**config.mk**
```make
export PLATFORM = sky130hd
export DESIGN_NAME = agi_ctrl
export DESIGN_NICKNAME = d
export VERILOG_FILES = /design/src/rtl/agi_pkg.sv /design/src/rtl/agi_scoreboard.sv /design/src/rtl/agi_exec_tracker.sv /design/src/rtl/agi_stall_counter.sv /design/src/rtl/agi_ctrl.sv
export SDC_FILE = /design/constraint.sdc
export NUM_CORES = 1
export LEC_CHECK = 0
export BUFFER_PORTS_ARGS = -buffer_cell sky130_fd_sc_hd__clkbuf_2
export CORE_UTILIZATION = 40
export CTS_CLUSTER_DIAMETER = 40
export DETAILED_ROUTE_END_ITERATION = 8
export GPL_TIMING_DRIVEN = 0
export SLEW_MARGIN = 20
export SYNTH_ARGS = -nofsm -noshare
export SYNTH_HDL_FRONTEND = slang
export SYNTH_HIERARCHICAL = 1
export SYNTH_SLANG_ARGS = --single-unit
```
**constraint.sdc**
```tcl
create_clock -name clk -period 5 [get_ports clk]
set_clock_uncertainty 0.2 [all_clocks]
set_input_delay 0.25 -clock clk [delete_from_list [all_inputs] [get_ports clk]]
set_output_delay 0.25 -clock clk [all_outputs]
set_load 0.01 [all_outputs]
```
**src/rtl/agi_pkg.sv**
```systemverilog
// Shared definitions for the address-generation interlock controller.
// Assumes the decoder delivers one of eight classes on a 3-bit field.
package agi_pkg;

    typedef enum logic [2:0] {
        CL_INT   = 3'd0,
        CL_MEM   = 3'd1,
        CL_LOAD  = 3'd2,
        CL_STORE = 3'd3,
        CL_LADDR = 3'd4,
        CL_CALL  = 3'd5,
        CL_OP2   = 3'd6,
        CL_OP3   = 3'd7
    } instr_class_e;

    // True for classes that read base/index registers in address generation.
    function automatic logic forms_address(input instr_class_e c);
        return (c == CL_MEM) || (c == CL_LOAD) || (c == CL_STORE) ||
               (c == CL_LADDR) || (c == CL_CALL);
    endfunction

endpackage

```
**src/rtl/agi_scoreboard.sv**
```systemverilog
// Per-register countdown of advancing cycles left before a register may
// feed address generation. Assumes DIST_GEN is the largest distance and
// that the caller never writes register 0.
module agi_scoreboard
    import agi_pkg::*;
#(
    parameter int NREG      = 16,
    parameter int DIST_GEN  = 5,
    parameter int DIST_LOAD = 3,
    parameter int DIST_LA   = 2,
    localparam int RW       = $clog2(NREG),
    localparam int SB_W     = $clog2(DIST_GEN)
) (
    input  logic          clk,
    input  logic          rst_n,
    input  logic          advance,
    input  logic          wr_en,
    input  logic [RW-1:0] wr_reg,
    input  instr_class_e  wr_class,
    input  logic [RW-1:0] rd_a,
    input  logic [RW-1:0] rd_b,
    output logic          busy_a,
    output logic          busy_b
);

    logic [SB_W-1:0] cnt_q [NREG];
    logic [SB_W-1:0] load_val;

    // Select the countdown start for the producing class.
    always_comb begin
        case (wr_class)
            CL_LOAD:  load_val = SB_W'(DIST_LOAD - 1);
            CL_LADDR: load_val = SB_W'(DIST_LA - 1);
            default:  load_val = SB_W'(DIST_GEN - 1);
        endcase
    end

    for (genvar g = 0; g < NREG; g++) begin : g_entry
        // Arm on issue of a writer, otherwise count down on each advance.
        always_ff @(posedge clk) begin
            if (!rst_n) begin
                cnt_q[g] <= '0;
            end else if (wr_en && (wr_reg == RW'(g))) begin
                cnt_q[g] <= load_val;
            end else if (advance && (cnt_q[g] != '0)) begin
                cnt_q[g] <= cnt_q[g] - 1'b1;
            end
        end
    end

    // Report whether the two looked-up registers are still pending.
    always_comb begin
        busy_a = (cnt_q[rd_a] != '0);
        busy_b = (cnt_q[rd_b] != '0);
    end

endmodule

```
**src/rtl/agi_exec_tracker.sv**
```systemverilog
// Follows issued instruction classes through address generation and both
// cache cycles, then holds the pipeline while a multi-cycle class sits in
// execute. Assumes every occupancy is at least 1.
module agi_exec_tracker
    import agi_pkg::*;
#(
    parameter int O2_CYC   = 2,
    parameter int O3_CYC   = 3,
    parameter int CALL_CYC = 5,
    parameter int NPRE     = 3,
    localparam int MAXC    = (CALL_CYC > O3_CYC) ? CALL_CYC : O3_CYC,
    localparam int EX_W    = $clog2(MAXC + 1)
) (
    input  logic         clk,
    input  logic         rst_n,
    input  logic         enter_valid,
    input  instr_class_e enter_class,
    output logic         ex_hold
);

    logic         v_q [NPRE];
    instr_class_e c_q [NPRE];
    logic [EX_W-1:0] ex_cnt_q;
    logic [EX_W-1:0] occ_extra;
    logic            advance;

    assign advance = (ex_cnt_q == '0);
    assign ex_hold = !advance;

    for (genvar s = 0; s < NPRE; s++) begin : g_stage
        // Shift class tags forward whenever execute accepts new work.
        always_ff @(posedge clk) begin
            if (!rst_n) begin
                v_q[s] <= 1'b0;
                c_q[s] <= CL_INT;
            end else if (advance) begin
                if (s == 0) begin
                    v_q[s] <= enter_valid;
                    c_q[s] <= enter_class;
                end else begin
                    v_q[s] <= v_q[s-1];
                    c_q[s] <= c_q[s-1];
                end
            end
        end
    end

    // Extra execute cycles owed by the instruction about to enter execute.
    always_comb begin
        case (c_q[NPRE-1])
            CL_OP2:  occ_extra = EX_W'(O2_CYC - 1);
            CL_OP3:  occ_extra = EX_W'(O3_CYC - 1);
            CL_CALL: occ_extra = EX_W'(CALL_CYC - 1);
            default: occ_extra = '0;
        endcase
    end

    // Load the busy counter on entry to execute, then drain it.
    always_ff @(posedge clk) begin
        if (!rst_n) begin
            ex_cnt_q <= '0;
        end else if (advance) begin
            ex_cnt_q <= v_q[NPRE-1] ? occ_extra : '0;
        end else begin
            ex_cnt_q <= ex_cnt_q - 1'b1;
        end
    end

endmodule

```
**src/rtl/agi_stall_counter.sv**
```systemverilog
// Saturating counter of stalled decode cycles. Assumes CNT_W >= 1.
module agi_stall_counter #(
    parameter int CNT_W = 16
) (
    input  logic             clk,
    input  logic             rst_n,
    input  logic             stall,
    output logic [CNT_W-1:0] count
);

    // Add one per stall cycle until all ones.
    always_ff @(posedge clk) begin
        if (!rst_n) begin
            count <= '0;
        end else if (stall && (count != '1)) begin
            count <= count + 1'b1;
        end
    end

endmodule

```
**src/rtl/agi_ctrl.sv**
```systemverilog
// Top of the address-generation interlock controller. Combines the register
// countdowns and the execute tracker into issue/stall decisions for decode.
// Assumes decoded fields are stable while dec_valid is held with dec_stall.
module agi_ctrl
    import agi_pkg::*;
#(
    parameter int NREG      = 16,
    parameter int DIST_GEN  = 5,
    parameter int DIST_LOAD = 3,
    parameter int DIST_LA   = 2,
    parameter int O2_CYC    = 2,
    parameter int O3_CYC    = 3,
    parameter int CALL_CYC  = 5,
    parameter int CNT_W     = 16,
    localparam int RW       = $clog2(NREG)
) (
    input  logic             clk,
    input  logic             rst_n,
    input  logic             dec_valid,
    input  logic [2:0]       dec_class,
    input  logic             dec_dst_we,
    input  logic [RW-1:0]    dec_dst,
    input  logic [RW-1:0]    dec_base,
    input  logic [RW-1:0]    dec_index,
    output logic             dec_issue,
    output logic             dec_stall,
    output logic             ex_busy,
    output logic [CNT_W-1:0] stall_count
);

    instr_class_e cls;
    logic         busy_base, busy_index;
    logic         hazard;
    logic         sb_wr;

    assign cls = instr_class_e'(dec_class);

    // Interlock and issue decision for the decode slot.
    always_comb begin
        hazard = dec_valid && forms_address(cls) &&
                 (((dec_base  != '0) && busy_base) ||
                  ((dec_index != '0) && busy_index));
        dec_issue = dec_valid && !hazard && !ex_busy;
        dec_stall = dec_valid && (hazard || ex_busy);
        sb_wr     = dec_issue && dec_dst_we && (dec_dst != '0);
    end

    agi_scoreboard #(
        .NREG      (NREG),
        .DIST_GEN  (DIST_GEN),
        .DIST_LOAD (DIST_LOAD),
        .DIST_LA   (DIST_LA)
    ) sb_i (
        .clk      (clk),
        .rst_n    (rst_n),
        .advance  (!ex_busy),
        .wr_en    (sb_wr),
        .wr_reg   (dec_dst),
        .wr_class (cls),
        .rd_a     (dec_base),
        .rd_b     (dec_index),
        .busy_a   (busy_base),
        .busy_b   (busy_index)
    );

    agi_exec_tracker #(
        .O2_CYC   (O2_CYC),
        .O3_CYC   (O3_CYC),
        .CALL_CYC (CALL_CYC)
    ) ex_i (
        .clk         (clk),
        .rst_n       (rst_n),
        .enter_valid (dec_issue),
        .enter_class (cls),
        .ex_hold     (ex_busy)
    );

    agi_stall_counter #(
        .CNT_W (CNT_W)
    ) cnt_i (
        .clk   (clk),
        .rst_n (rst_n),
        .stall (dec_stall),
        .count (stall_count)
    );

endmodule

```
==> flow_metrics.tcl <==
set metrics [dict create \
    synth_area_leaders "edfxtp_1, ha_1, dfxtp_1" \
    fillers 1244 \
    hold_violations 0 \
    cp-end-kind "register" \
    top_layer "met4" \
    remaining_drc_errors 0 \
    wl_met1_um 5750 \
    wirelength_um 12700 \
    slowest_stage "nor4b_2" \
    setup_violations 0 \
    clk_latency_ns 0.34 \
    powerDensity_mw_per_mm2 544 \
    track_usage_pct 19.3 \
    setup.worst_path.start "sb_i/cnt_q[5][0]$_DFFE_PP_" \
    ios 38 \
    syn-num-nets 620 \
    via_per_inst 5.50 \
    clockBufferDepth 2 \
    cts_resized 0 \
    drtAntennaViolNets 0 \
    vdd_drop_max_v 0.000203 \
    synth.distinct_cells 61 \
    met2WireLength_um 6190 \
    worstPathRequired_ns 4.83 \
    ys.flop_type "edfxtp_1" \
    synthCells 566 \
    rsz0062_at_grt "false" \
    path_max_fanout 7 \
    synth_top_cell_by_area "edfxtp_1" \
    worstSetupPathType "reg -> reg" \
    post-cts-setup-buffers 0 \
    power.total_mw 3.30 \
    reg2reg_from "sb_i/cnt_q[5][0]$_DFFE_PP_" \
    regArea_mm2 0.00217 \
    slew_headroom_pct 49.4 \
    clk_pin_slew_ns 0.06 \
    antenna_cells 0 \
    wl_per_cell_um 15.9 \
    cts_root_buf "clkbuf_16" \
    crit_buf_inv 1 \
    tritoncts "done" \
    vias 4375 \
    drive_gt1_share_pct 14.4 \
    slew_viol_final 0 \
    netlist.area_leader.share_pct 32.9 \
    async_flop_share_pct 0 \
    row_count 42 \
    core_area_mm2 0.0132 \
    synth_edf_count 59 \
    start_kind "register" \
    fmax_mhz 236 \
    antenna_found_initial 0 \
    die-area_mm2 0.0139 \
    crit_arrival_ns 4.07 \
    worstPathCellList "nor3_1, mux2i_1, a2111oi_0, nor4_1, o41ai_2, a211oi_2, nor4b_2, nand3_2, or3_1, clkbuf_1, nand3_1" \
    hp-start "rst_n" \
    dr_wl_met3_um 596 \
    gp_congestion 0.886 \
    grt_pass1_wl_um 21100 \
    multi_input_area_mm2 0.00287 \
    tightest_slew_ns 0.752 \
    portBuffers 37 \
    period_share_pct 84.8 \
    holdBufCountCts 0 \
    cp_slowest_stage_delay_ns 0.71 \
    holdCritPathClass "in -> reg" \
    ys_seq_elements 79 \
    start_util_pct 40.9 \
    grt_max_degree 14 \
    synth_commonest_cells "edfxtp_1, inv_1, nand2_1" \
    first_pass_iters 5 \
    synth_warnings 6 \
    die_h_um 118 \
    setup_tns_ns 0 \
    hpwl_um 9360 \
    period_minus_slack_ns 4.24 \
    h-tree-depth 3 \
    grt-ovfl-total 0 \
    syn_avg_cell_area_um2 9.52 \
    area_growth_pct 12.7 \
    critPathTopFamily "simple AND/OR/NAND/NOR gates" \
    max_cap_viol_count 0 \
    cts_buffers 9 \
    grt_pass1_vias 4206 \
    layout.nets 668 \
    drtIter0Drc 334 \
    clock_sinks 79 \
    p_leak_nw 2.44 \
    status "finished, final reports clean" \
    ys_seq_area_share_pct 40.3 \
    die_x_um 118 \
    syn_area_mm2 0.00539 \
]
## final timing paths
check                                                    end  slack (ns)  depth (start not counted)
worst max-delay path             sb_i/cnt_q[12][1]$_DFFE_PP_        0.76                         11
worst min-delay path            cnt_i/count[10]$_SDFFE_PN0P_         0.1                          2
worst max register to register   sb_i/cnt_q[12][1]$_DFFE_PP_        0.76                         11
worst min register to register   ex_i/ex_cnt_q[0]$_SDFF_PN0_        0.26                          1
## registers in the layout, summed over array words and instances (netlist names)
name	flops
ex_i/v_q	3
sb_i/cnt_q	48
cnt_i/count	16
ex_i/c_q	9
ex_i/ex_cnt_q	3
## power breakdown
part / internal (mW) / switching, mW / leakage (nW) / total [mW]
combinational: 0.618 / 0.854 / 1.50 / 1.47
sequential: 1.06 / 0.147 / 0.810 / 1.21
clock: 0.368 / 0.256 / 0.132 / 0.624
total: 2.05 / 1.26 / 2.44 / 3.30
## layout make-up
cell class / count / share of cell area [%]
Multi-Input combinational cell: 403 / 47.3
Tap cell: 176 / 3.62
Timing Repair Buffer: 37 / 3.05
Sequential cell: 79 / 35.7
Inverter: 59 / 3.64
Buffer: 25 / 2.02
Clock buffer: 14 / 4.36
Clock inverter: 2 / 0.268
## cells in the final DEF, fill, tap and decap left out, types with 5 or more instances in the layout
master	instances
inv_1	59
edfxtp_1	59
nand2_1	47
nor2_1	37
clkbuf_2	37
or3_1	35
ha_1	35
mux2i_1	23
nand2b_1	22
dfxtp_1	20
a21boi_0	20
clkbuf_1	18
nor2b_1	18
nor3_1	15
nand3_1	15
a21boi_1	13
a21oi_1	12
nor4_1	12
o211ai_1	11
clkbuf_16	10
and2_4	10
buf_2	8
nand3b_1	6
o31ai_1	5
or4_1	5
o21ai_0	5
a2111oi_0	5
## kinds of logic (layout without fill, tap and decap cells)
group	count (synthesis)	count (layout)	share of synthesized area, %
multiplexers	24	24	4.69
flip-flops	79	79	40.3
XOR/XNOR	2	2	0.325
AO/OA/AOI/OAI	94	94	13.1
adder cells (fa/ha/maj)	35	35	8.12
buffers and inverters	84	137	6.38
AND/OR/NAND/NOR	248	248	27.1
## layer usage
| metal | vias up | global-route usage (%) |
|---|---|---|
| li1 | 2147 | - |
| met1 | 2110 | 24.9 |
| met2 | 104 | 32.9 |
| met3 | 14 | 3.29 |
| met4 | 0 | 5.77 |
| met5 | - | 0 |
## worst reg2reg max path, stage by stage (launching register included)
cell       delay (ns)
edfxtp_1         0.41
nor3_1           0.51
mux2i_1          0.13
a2111oi_0        0.43
nor4_1           0.11
o41ai_2          0.10
a211oi_2         0.17
nor4b_2          0.71
nand3_2          0.36
or3_1            0.43
clkbuf_1         0.18
nand3_1          0.19
## metrics by stage
stage                     hold slack, ns  instance area [µm²]  utilization, %  setup WS [ns]  cells
after floorplan                    0.183                 5390               -           1.44    566
after global placement             0.224                 5800            43.9          0.661    779
after detailed placement           0.253                 5800            43.9          0.680    779
after CTS                         0.0881                 6080            46.1          0.811    795
after global routing               0.107                 6080            46.1          0.618    795
final                             0.0990                 6080            46.1          0.760    795
No activity file was read; power rests on OpenSTA's default activity.
